[src/rtl/egb_pkg.sv]
package egb_pkg;

    localparam int PORTS  = 4;
    localparam int PW     = 8;
    localparam int LINES  = PORTS * PW;
    localparam int DW     = 32;

    localparam int OFF_SEL   = 'h00;
    localparam int OFF_DIR   = 'h08;
    localparam int OFF_DATA  = 'h0C;
    localparam int OFF_STAT  = 'h10;
    localparam int OFF_EDGE0 = 'h14;
    localparam int OFF_EDGE1 = 'h18;

    typedef enum logic [1:0] {
        EDGE_OFF  = 2'b00,
        EDGE_FALL = 2'b01,
        EDGE_RISE = 2'b10,
        EDGE_BOTH = 2'b11
    } edge_mode_e;

    typedef struct packed {
        logic rise;
        logic fall;
    } edge_ev_t;

    // Byte-order mirror between bus lanes and line-ordered vectors
    function automatic logic [DW-1:0] lane_swap(input logic [DW-1:0] x, input bit rev);
        return rev ? {x[7:0], x[15:8], x[23:16], x[31:24]} : x;
    endfunction

    // Which 16-bit half of its edge word a port occupies
    function automatic int edge_half(input int p, input bit rev);
        return (p % 2) ^ (rev ? 1 : 0);
    endfunction

endpackage

[src/rtl/egb_line_sync.sv]
module egb_line_sync
    import egb_pkg::*;
#(
    parameter int STAGES = 2
) (
    input  logic     clk,
    input  logic     rst,
    input  logic     din,
    output logic     level,
    output edge_ev_t ev
);
    logic [STAGES-1:0] shreg;
    logic              prev;

    always_ff @(posedge clk) begin
        if (rst) begin
            shreg <= '0;
            prev  <= 1'b0;
        end else begin
            shreg <= {shreg[STAGES-2:0], din};
            prev  <= shreg[STAGES-1];
        end
    end

    assign level   = shreg[STAGES-1];
    assign ev.rise = level & ~prev;
    assign ev.fall = ~level & prev;
endmodule

[src/rtl/egb_status.sv]
module egb_status
    import egb_pkg::*;
#(
    parameter int N = 32
) (
    input  logic                   clk,
    input  logic                   rst,
    input  edge_ev_t   [N-1:0]     ev,
    input  edge_mode_e [N-1:0]     mode,
    input  logic       [N-1:0]     clr,
    output logic       [N-1:0]     stat
);
    logic [N-1:0] hit;

    always_comb begin
        for (int i = 0; i < N; i++) begin
            hit[i] = (ev[i].rise & mode[i][1]) | (ev[i].fall & mode[i][0]);
        end
    end

    // a new edge outranks a same-cycle clear
    always_ff @(posedge clk) begin
        if (rst) stat <= '0;
        else     stat <= (stat & ~clr) | hit;
    end
endmodule

[src/rtl/egb_irq_route.sv]
module egb_irq_route #(
    parameter int NCPU = 2,
    parameter int N    = 32
) (
    input  logic [N-1:0]            stat,
    input  logic [NCPU-1:0][N-1:0]  en,
    output logic [NCPU-1:0]         irq
);
    for (genvar c = 0; c < NCPU; c++) begin : g_cpu
        assign irq[c] = |(stat & en[c]);
    end
endmodule

[src/rtl/edge_gpio_bank.sv]
module edge_gpio_bank
    import egb_pkg::*;
#(
    parameter int            NCPU        = 2,
    parameter bit            PORT_REV    = 1'b0,
    parameter int            SYNC_STAGES = 2,
    parameter int            AW          = 8,
    parameter logic [AW-1:0] MASK_BASE   = 8'h40
) (
    input  logic            clk,
    input  logic            rst,
    input  logic            bus_wr,
    input  logic [AW-1:0]   bus_addr,
    input  logic [DW-1:0]   bus_wdata,
    input  logic [3:0]      bus_wstrb,
    output logic [DW-1:0]   bus_rdata,
    input  logic [LINES-1:0] gpio_in,
    output logic [LINES-1:0] gpio_out,
    output logic [LINES-1:0] gpio_oe,
    output logic [LINES-1:0] pin_sel,
    output logic [NCPU-1:0]  irq
);
    logic [LINES-1:0]             sel_q, dir_q, dout_q;
    logic [NCPU-1:0][LINES-1:0]   en_q;
    edge_mode_e [LINES-1:0]       mode_q;
    logic [LINES-1:0]             level, stat_w, clr;
    edge_ev_t [LINES-1:0]         ev;
    logic [LINES-1:0]             wline, sline;
    logic [1:0][DW-1:0]           edge_rd;
    logic                         wr_sel, wr_dir, wr_data, wr_stat;
    logic [1:0]                   wr_edge;
    logic [NCPU-1:0]              wr_mask;

    // bus data and strobes re-ordered into line order
    assign wline = lane_swap(bus_wdata, PORT_REV);
    assign sline = lane_swap({{8{bus_wstrb[3]}}, {8{bus_wstrb[2]}},
                              {8{bus_wstrb[1]}}, {8{bus_wstrb[0]}}}, PORT_REV);

    assign wr_sel     = bus_wr && (bus_addr == AW'(OFF_SEL));
    assign wr_dir     = bus_wr && (bus_addr == AW'(OFF_DIR));
    assign wr_data    = bus_wr && (bus_addr == AW'(OFF_DATA));
    assign wr_stat    = bus_wr && (bus_addr == AW'(OFF_STAT));
    assign wr_edge[0] = bus_wr && (bus_addr == AW'(OFF_EDGE0));
    assign wr_edge[1] = bus_wr && (bus_addr == AW'(OFF_EDGE1));
    for (genvar c = 0; c < NCPU; c++) begin : g_mhit
        assign wr_mask[c] = bus_wr && (bus_addr == AW'(MASK_BASE + 4 * c));
    end

    for (genvar n = 0; n < LINES; n++) begin : g_line
        egb_line_sync #(.STAGES(SYNC_STAGES)) u_sync (
            .clk   (clk),
            .rst   (rst),
            .din   (gpio_in[n]),
            .level (level[n]),
            .ev    (ev[n])
        );
    end

    always_ff @(posedge clk) begin
        if (rst) begin
            sel_q  <= '0;
            dir_q  <= '0;
            dout_q <= '0;
            en_q   <= '1;
            mode_q <= {LINES{EDGE_OFF}};
        end else begin
            if (wr_sel)  sel_q  <= (sel_q  & ~sline) | (wline & sline);
            if (wr_dir)  dir_q  <= (dir_q  & ~sline) | (wline & sline);
            if (wr_data) dout_q <= (dout_q & ~sline) | (wline & sline);
            for (int c = 0; c < NCPU; c++) begin
                if (wr_mask[c]) en_q[c] <= (en_q[c] & ~sline) | (wline & sline);
            end
            for (int p = 0; p < PORTS; p++) begin
                for (int k = 0; k < PW; k++) begin
                    if (wr_edge[p/2] && bus_wstrb[2*edge_half(p, PORT_REV) + k/4]) begin
                        mode_q[p*PW+k] <= edge_mode_e'(
                            bus_wdata[16*edge_half(p, PORT_REV) + 2*k +: 2]);
                    end
                end
            end
        end
    end

    assign clr = wr_stat ? (wline & sline) : '0;

    egb_status #(.N(LINES)) u_status (
        .clk  (clk),
        .rst  (rst),
        .ev   (ev),
        .mode (mode_q),
        .clr  (clr),
        .stat (stat_w)
    );

    egb_irq_route #(.NCPU(NCPU), .N(LINES)) u_route (
        .stat (stat_w),
        .en   (en_q),
        .irq  (irq)
    );

    always_comb begin
        edge_rd = '0;
        for (int p = 0; p < PORTS; p++) begin
            for (int k = 0; k < PW; k++) begin
                edge_rd[p/2][16*edge_half(p, PORT_REV) + 2*k +: 2] = mode_q[p*PW+k];
            end
        end
    end

    always_comb begin
        bus_rdata = '0;
        if (bus_addr == AW'(OFF_SEL))   bus_rdata = lane_swap(sel_q, PORT_REV);
        if (bus_addr == AW'(OFF_DIR))   bus_rdata = lane_swap(dir_q, PORT_REV);
        if (bus_addr == AW'(OFF_DATA))
            bus_rdata = lane_swap((dir_q & dout_q) | (~dir_q & level), PORT_REV);
        if (bus_addr == AW'(OFF_STAT))  bus_rdata = lane_swap(stat_w, PORT_REV);
        if (bus_addr == AW'(OFF_EDGE0)) bus_rdata = edge_rd[0];
        if (bus_addr == AW'(OFF_EDGE1)) bus_rdata = edge_rd[1];
        for (int c = 0; c < NCPU; c++) begin
            if (bus_addr == AW'(MASK_BASE + 4 * c)) bus_rdata = lane_swap(en_q[c], PORT_REV);
        end
    end

    assign gpio_out = dout_q;
    assign gpio_oe  = dir_q;
    assign pin_sel  = sel_q;
endmodule

[config.mk]
export PLATFORM = sky130hd
export DESIGN_NAME = edge_gpio_bank
export DESIGN_NICKNAME = d
export VERILOG_FILES = /design/src/rtl/egb_pkg.sv /design/src/rtl/egb_line_sync.sv /design/src/rtl/egb_status.sv /design/src/rtl/egb_irq_route.sv /design/src/rtl/edge_gpio_bank.sv
export SDC_FILE = /design/constraint.sdc
export NUM_CORES = 1
export LEC_CHECK = 0
export BUFFER_PORTS_ARGS = -buffer_cell sky130_fd_sc_hd__clkbuf_2
export CAP_MARGIN = 20
export CORE_UTILIZATION = 60
export CTS_BUF_LIST = sky130_fd_sc_hd__clkbuf_4 sky130_fd_sc_hd__clkbuf_8 sky130_fd_sc_hd__clkbuf_16
export CTS_CLUSTER_SIZE = 16
export DETAILED_ROUTE_END_ITERATION = 10
export PLACE_DENSITY_LB_ADDON = 0.1
export SETUP_SLACK_MARGIN = 0.4
export SLEW_MARGIN = 5
export SYNTH_ARGS = -nofsm -noshare
export SYNTH_HDL_FRONTEND = slang
export SYNTH_HIERARCHICAL = 1
export SYNTH_SLANG_ARGS = --single-unit
[constraint.sdc]
create_clock -name clk -period 6.9 [get_ports clk]
set_clock_uncertainty 0.2 [all_clocks]
set_input_delay 1.035 -clock clk [delete_from_list [all_inputs] [get_ports clk]]
set_output_delay 1.035 -clock clk [all_outputs]
set_load 0.05 [all_outputs]
==> impl_metrics.ini, run 1 <==
[logic_synthesis]
netlist_area_um2 = 15900
yosysWarnings = 6
ys_seq_area_share_pct = 44.4
syn_nets = 1868
syn_inst = 1789
synth_area_per_cell_um2 = 8.88
synthFlopType = dfxtp_1
synth_edf_count = 0
synth.lib_cells_used.distinct = 55
synth-async-reset-ratio_pct = 0
ys_seq_elements = 352

[sta]
period_needed_ns = 5.07
fin_setup_tns_ns = 0
period_share_pct = 73.5
hold_viol_final = 0
setup_viol = 0
drv_slew = 0
holdWs_ns = 0.235
max_freq_ghz = 0.197
rsz0062_at_grt = false
relSlewSlack_pct = 22.5
worstMarginPinSlew_ns = 1.16
setup_ws_ns = 1.83

[global_routing]
first_global_vias = 13432
overflow = 0
grt_usage_pct = 40.9
grt_max_degree = 237
antenna_found_initial = 0
grt_pass1_wl_mm = 82.0

[clock_network]
cts_hold_buf = 0
path_clk_slew_ns = 0.06
clockBufferDepth = 3
post_cts_buffers = 0
cts_tree = yes
clock_sinks = 352
clk_latency_ns = 0.53
cts_max_level = 2
root_buffer = clkbuf_16
cts_buffers = 37
cts-resized-gates = 0

[place]
port_buffers = 208
globalplace.congestion = 0.991
dp_hpwl_mm = 38.9
place_area_um2 = 17200
place_ws_ns = 1.90

[pwr]
p_leak_nw = 7.88
p_total_w = 0.00444
ir_worst_vdd_mv = 0.245
power_density_nw_per_um2 = 240

[die]
std_cell_rows = 59
io_pins = 209
die_h_um = 165
start_util_pct = 61.1
die_area_um2 = 27100
core_area_um2 = 26000
fp.dieW_um = 165

[finish]
num_antenna_cells = 0
multi_input_area_um2 = 8450
design_area_um2 = 18500
fillers = 2097
syn_to_final_growth_pct = 16.2
drive_above_1_share_pct = 17.1
regArea_um2 = 7050
nets = 2047

[drt]
wire_per_inst_um = 24.2
drtAntennaViolNets = 0
routed_via_density = 6.37
finalWirelength_mm = 56.5
drc_errors = 1
firstDrtPassIters = 11
drt_first_iter_violations = 2084
vias = 14847

[setup_path]
timing.rr.start = g_line[14].u_sync/shreg[1]$_SDFF_PP0_
worst_path_max_delay_cell = or4b_1
crit_path_start_kind = primary input
critPathBufInv = 2
critPathRequiredTime_ns = 5.66
crit_chain = clkbuf_2 > or4b_1 > nor2_2 > a21oi_1 > a31oi_1 > clkbuf_2
timing_worst_setup_path_type = in -> out
cp_slowest_stage_delay_ns = 0.88
critPathTopFamily = simple AND/OR/NAND/NOR gates
cp-startpoint = bus_addr[3]
worst-path-max-fanout = 28
path_common_cell = clkbuf_2
arrival_ns = 3.84
cp-end-kind = output port

[hold_path]
worstHoldStart = g_line[9].u_sync/shreg[0]$_SDFF_PP0_
min_path_type = reg -> reg

[status]
outcome = complete, but fails checks
violations = design-rule violations

[flow_run]
maxCapViolCount = 0
-- power by group --
group	total [W]	switching, W	internal [W]
sequential	0.00207	0.0000174	0.00206
clock	0.00212	0.000836	0.00128
combinational	0.000250	0.000170	0.0000796
-- worst register-to-register path, stage by stage, from the launching register on --
cell	delay, ns
dfxtp_1	0.58
nor2b_1	0.10
a22oi_1	0.39
a21oi_1	0.13
-- metrics by stage --
step / util, % / std cells
after CTS: 71.0 / 2330
final: 71.0 / 2330
after global placement: 66.0 / 2263
after floorplan: - / 1789
after detailed placement: 66.1 / 2264
after global routing: 71.0 / 2330
-- Yosys cell counts, types with 4 or more instances --
library cell | n | area share [%]
nor4_1 | 14 | 0.55
o32a_1 | 9 | 0.57
nor3_2 | 7 | 0.44
buf_6 | 5 | 0.35
a31oi_1 | 10 | 0.39
a211o_1 | 9 | 0.50
a221o_1 | 4 | 0.25
a22oi_1 | 74 | 3.5
nor2_1 | 184 | 4.3
nand2b_1 | 39 | 1.5
a2111oi_2 | 4 | 0.38
o211ai_1 | 6 | 0.28
clkbuf_1 | 64 | 1.5
o32ai_1 | 4 | 0.22
nor3_1 | 22 | 0.69
or3_1 | 6 | 0.24
o21a_1 | 31 | 1.5
dfxtp_1 | 352 | 44
nand3b_1 | 64 | 3.0
o22a_1 | 16 | 0.88
mux2i_1 | 155 | 9.8
o22ai_1 | 7 | 0.28
or4b_1 | 4 | 0.25
and2_1 | 36 | 1.4
mux2_2 | 9 | 0.64
a211oi_1 | 15 | 0.71
a21oi_1 | 100 | 3.2
nand2_1 | 215 | 5.1
o21ai_0 | 31 | 0.98
nand4_1 | 11 | 0.43
inv_1 | 5 | 0.12
nand3_1 | 27 | 0.85
buf_2 | 15 | 0.47
nor3b_1 | 6 | 0.28
or4_1 | 5 | 0.24
nor2_2 | 4 | 0.16
nor3_4 | 10 | 1.0
nor2b_1 | 183 | 7.2
-- cell usage in the layout (no fill, tap or decap), types with 9 or more instances in the layout --
cell type  instances
dfxtp_1          352
nand2_1          215
clkbuf_2         206
nor2_1           183
nor2b_1          183
mux2i_1          155
a21oi_1          100
a22oi_1           74
nand3b_1          64
nand2b_1          39
clkbuf_16         39
and2_1            36
o21ai_0           31
o21a_1            31
nand3_1           27
nor3_1            22
buf_4             20
o22a_1            16
a211oi_1          15
nor4_1            13
clkbuf_4          12
nand4_1           11
nor3_4            10
a31oi_1           10
o32a_1             9
mux2_2             9
a211o_1            9
-- layout make-up --
cell class / instances / area share (%)
clock buffer: 55 / 6.08
inverter: 5 / 0.102
tap: 335 / 2.27
timing repair buffer: 229 / 6.67
clock inverter: 11 / 0.875
multi-input combinational: 1343 / 45.8
sequential: 352 / 38.2
-- metal layers --
layer | wire length, um | global-route usage [%] | up-vias
met5 | 0 | 0 | -
met4 | 3210 | 21.4 | 0
met3 | 5740 | 7.81 | 197
met2 | 24900 | 62.7 | 950
met1 | 22700 | 54.4 | 7051
li1 | - | - | 6649
-- cell families (layout without fill, tap and decap cells) --
group,count (synthesis),after routing,share of synthesized area [%]
AOI/OAI and AO/OA,330,330,14.1
buffers and inverters,94,300,2.65
DFF,352,352,44.4
muxes,164,164,10.4
and+or+nand+nor,849,849,28.5
-- final timing paths --
path              slack [ns]  depth (start not counted)                                    to
hold / removal          0.24                          1  g_line[9].u_sync/shreg[1]$_SDFF_PP0_
setup reg to reg        5.35                          3          u_status/stat[14]$_SDFF_PP0_
setup / recovery        1.83                          6                         bus_rdata[26]
hold reg to reg         0.24                          1  g_line[9].u_sync/shreg[1]$_SDFF_PP0_
Note: power is estimated with default switching activity, not from simulation.
==> run 2: changes to the inputs <==
--- a/config.mk
+++ b/config.mk
@@ -7,7 +7,7 @@
 export LEC_CHECK = 0
 export BUFFER_PORTS_ARGS = -buffer_cell sky130_fd_sc_hd__clkbuf_2
 export CAP_MARGIN = 20
-export CORE_UTILIZATION = 60
+export CORE_UTILIZATION = 52
 export CTS_BUF_LIST = sky130_fd_sc_hd__clkbuf_4 sky130_fd_sc_hd__clkbuf_8 sky130_fd_sc_hd__clkbuf_16
 export CTS_CLUSTER_SIZE = 16
 export DETAILED_ROUTE_END_ITERATION = 10
==> constraint.sdc (replaced) <==
create_clock -name clk -period 4.17 [get_ports clk]
set_clock_uncertainty 0.2 [all_clocks]
set_input_delay 0.6255 -clock clk [delete_from_list [all_inputs] [get_ports clk]]
set_output_delay 0.6255 -clock clk [all_outputs]
set_load 0.05 [all_outputs]
==> impl_metrics.ini, run 2 (synthesis results as in run 1) <==
[die]
fp.dieW_um = 177
die_h_um = 177
start_util_pct = 53.2
io_pins = 209
die_area_um2 = 31200
core_area_um2 = 29900
std_cell_rows = 63

[finish]
design_area_um2 = 19100
final_cell_mix = dfxtp_1, nand2_1, clkbuf_2
fillers = 2598
syn_to_final_growth_pct = 20.2
drive_above_1_share_pct = 18.1
nets = 2069
final_common_cell = dfxtp_1
num_antenna_cells = 0
finalNonFillerCells = 2406

[place]
port_buffers = 208
place_area_um2 = 17700
globalplace.congestion = 1.01
dp.cells = 2336
place_ws_ns = 0.421
dp_hpwl_mm = 41.9

[drt]
firstDrtPassIters = 5
drc_errors = 0
vias = 14821
drtAntennaViolNets = 0
drt_first_iter_violations = 1709
wire_per_inst_um = 24.5
finalWirelength_mm = 58.9
routed_via_density = 6.16

[clock_network]
clockBufferDepth = 3
cts-resized-gates = 0
clock_sinks = 352
root_buffer = clkbuf_16
clk_latency_ns = 0.52
path_clk_slew_ns = 0.06
cts_tree = yes
cts_buffers = 39
cts_max_level = 2

[sta]
drv_slew = 0
fin_setup_tns_ns = 0
worstMarginPinSlew_ns = 0.877
rsz0062_at_grt = false
setup_ws_ns = 0.436
hold_viol_final = 0
relSlewSlack_pct = 41.4
period_share_pct = 89.6
period_needed_ns = 3.73
setup_viol = 0
max_freq_ghz = 0.268

[global_routing]
grt_max_degree = 128
antenna_found_initial = 1
grt_pass1_wl_mm = 85.4
grt_usage_pct = 36.9
first_global_vias = 13585
overflow = 0

[pwr]
ir_worst_vdd_mv = 0.348
p_leak_nw = 8.10
p_total_w = 0.00751
power_density_nw_per_um2 = 394

[status]
outcome = finished, final reports clean

[setup_path]
cp-end-kind = output port
worst-path-max-fanout = 26
critPathTopFamily = simple AND/OR/NAND/NOR gates
arrival_ns = 2.91
timing_worst_setup_path_type = in -> out
critPathBufInv = 3
crit_chain = clkbuf_2 > or4b_1 > buf_12 > nor2_2 > a22oi_1 > o22ai_1 > clkbuf_2
path_common_cell = clkbuf_2
critPathRequiredTime_ns = 3.34
crit_path_start_kind = primary input
cp_slowest_stage_delay_ns = 0.63
worst_path_max_delay_cell = or4b_1

[hold_path]
min_path_type = in -> reg

[flow_run]
maxCapViolCount = 0
==> run 2: changes by cell type in the layout (fill, tap and decap cells not counted), moves of 2 or more <==
cell / change
buf_12: +23
clkbuf_2: -17
buf_4: +15
clkbuf_4: -6
clkbuf_8: +6
clkbuf_16: +2
==> run 2: area by class of cell <==
class	count	area, um^2	share of cell area (%)
timing repair buffer	249	1700	8.93
tap	390	488	2.56
sequential	352	7050	36.9
clock buffer	57	1210	6.33
clock inverter	10	154	0.807
inverter	5	18.8	0.0984
multi-input combinational	1343	8460	44.3
==> run 2: where the power goes <==
part	internal, W	total (W)	switching [W]	leakage [nW]
clock	0.00225	0.00364	0.00139	0.685
sequential	0.00340	0.00343	0.0000288	2.85
combinational	0.000147	0.000438	0.000291	4.56
==> run 2: layer usage <==
layer / routed length, um / part of all wire [%] / vias up / track usage, %
li1: - / - / 6690 / -
met1: 25700 / 44 / 7178 / 52.3
met2: 25600 / 44 / 803 / 55.2
met3: 4740 / 8.0 / 150 / 4.70
met4: 2880 / 4.9 / 0 / 17.7
met5: 0 / 0 / - / 0
==> run 2: final timing paths <==
path                                                            start                               endpoint  slack [ns]  cells past startpoint
worst max-delay path                                      bus_addr[5]                          bus_rdata[17]        0.44                      7
worst min-delay path                                      gpio_in[11]  g_line[11].u_sync/shreg[0]$_SDFF_PP0_        0.11                      2
worst max register to register  g_line[14].u_sync/shreg[1]$_SDFF_PP0_           u_status/stat[14]$_SDFF_PP0_        2.61                      3
worst min register to register   g_line[7].u_sync/shreg[0]$_SDFF_PP0_   g_line[7].u_sync/shreg[1]$_SDFF_PP0_        0.23                      1
==> run 2: repair_timing <==
action                                  in CTS  in global routing
hold buffers                                 0                  0
setup buffers                                0                  3
gates cloned                                 0                  0
endpoints found under the setup margin       2                  3
pin swaps                                    1                  1
==> run 2: through the flow <==
| step | hold WS (ns) | util, % |
|---|---|---|
| floorplan | 0.214 | - |
| global placement | 0.216 | 59.2 |
| detailed placement | 0.223 | 59.2 |
| CTS | 0.104 | 63.7 |
| global route | 0.111 | 63.9 |
| finish | 0.110 | 63.9 |
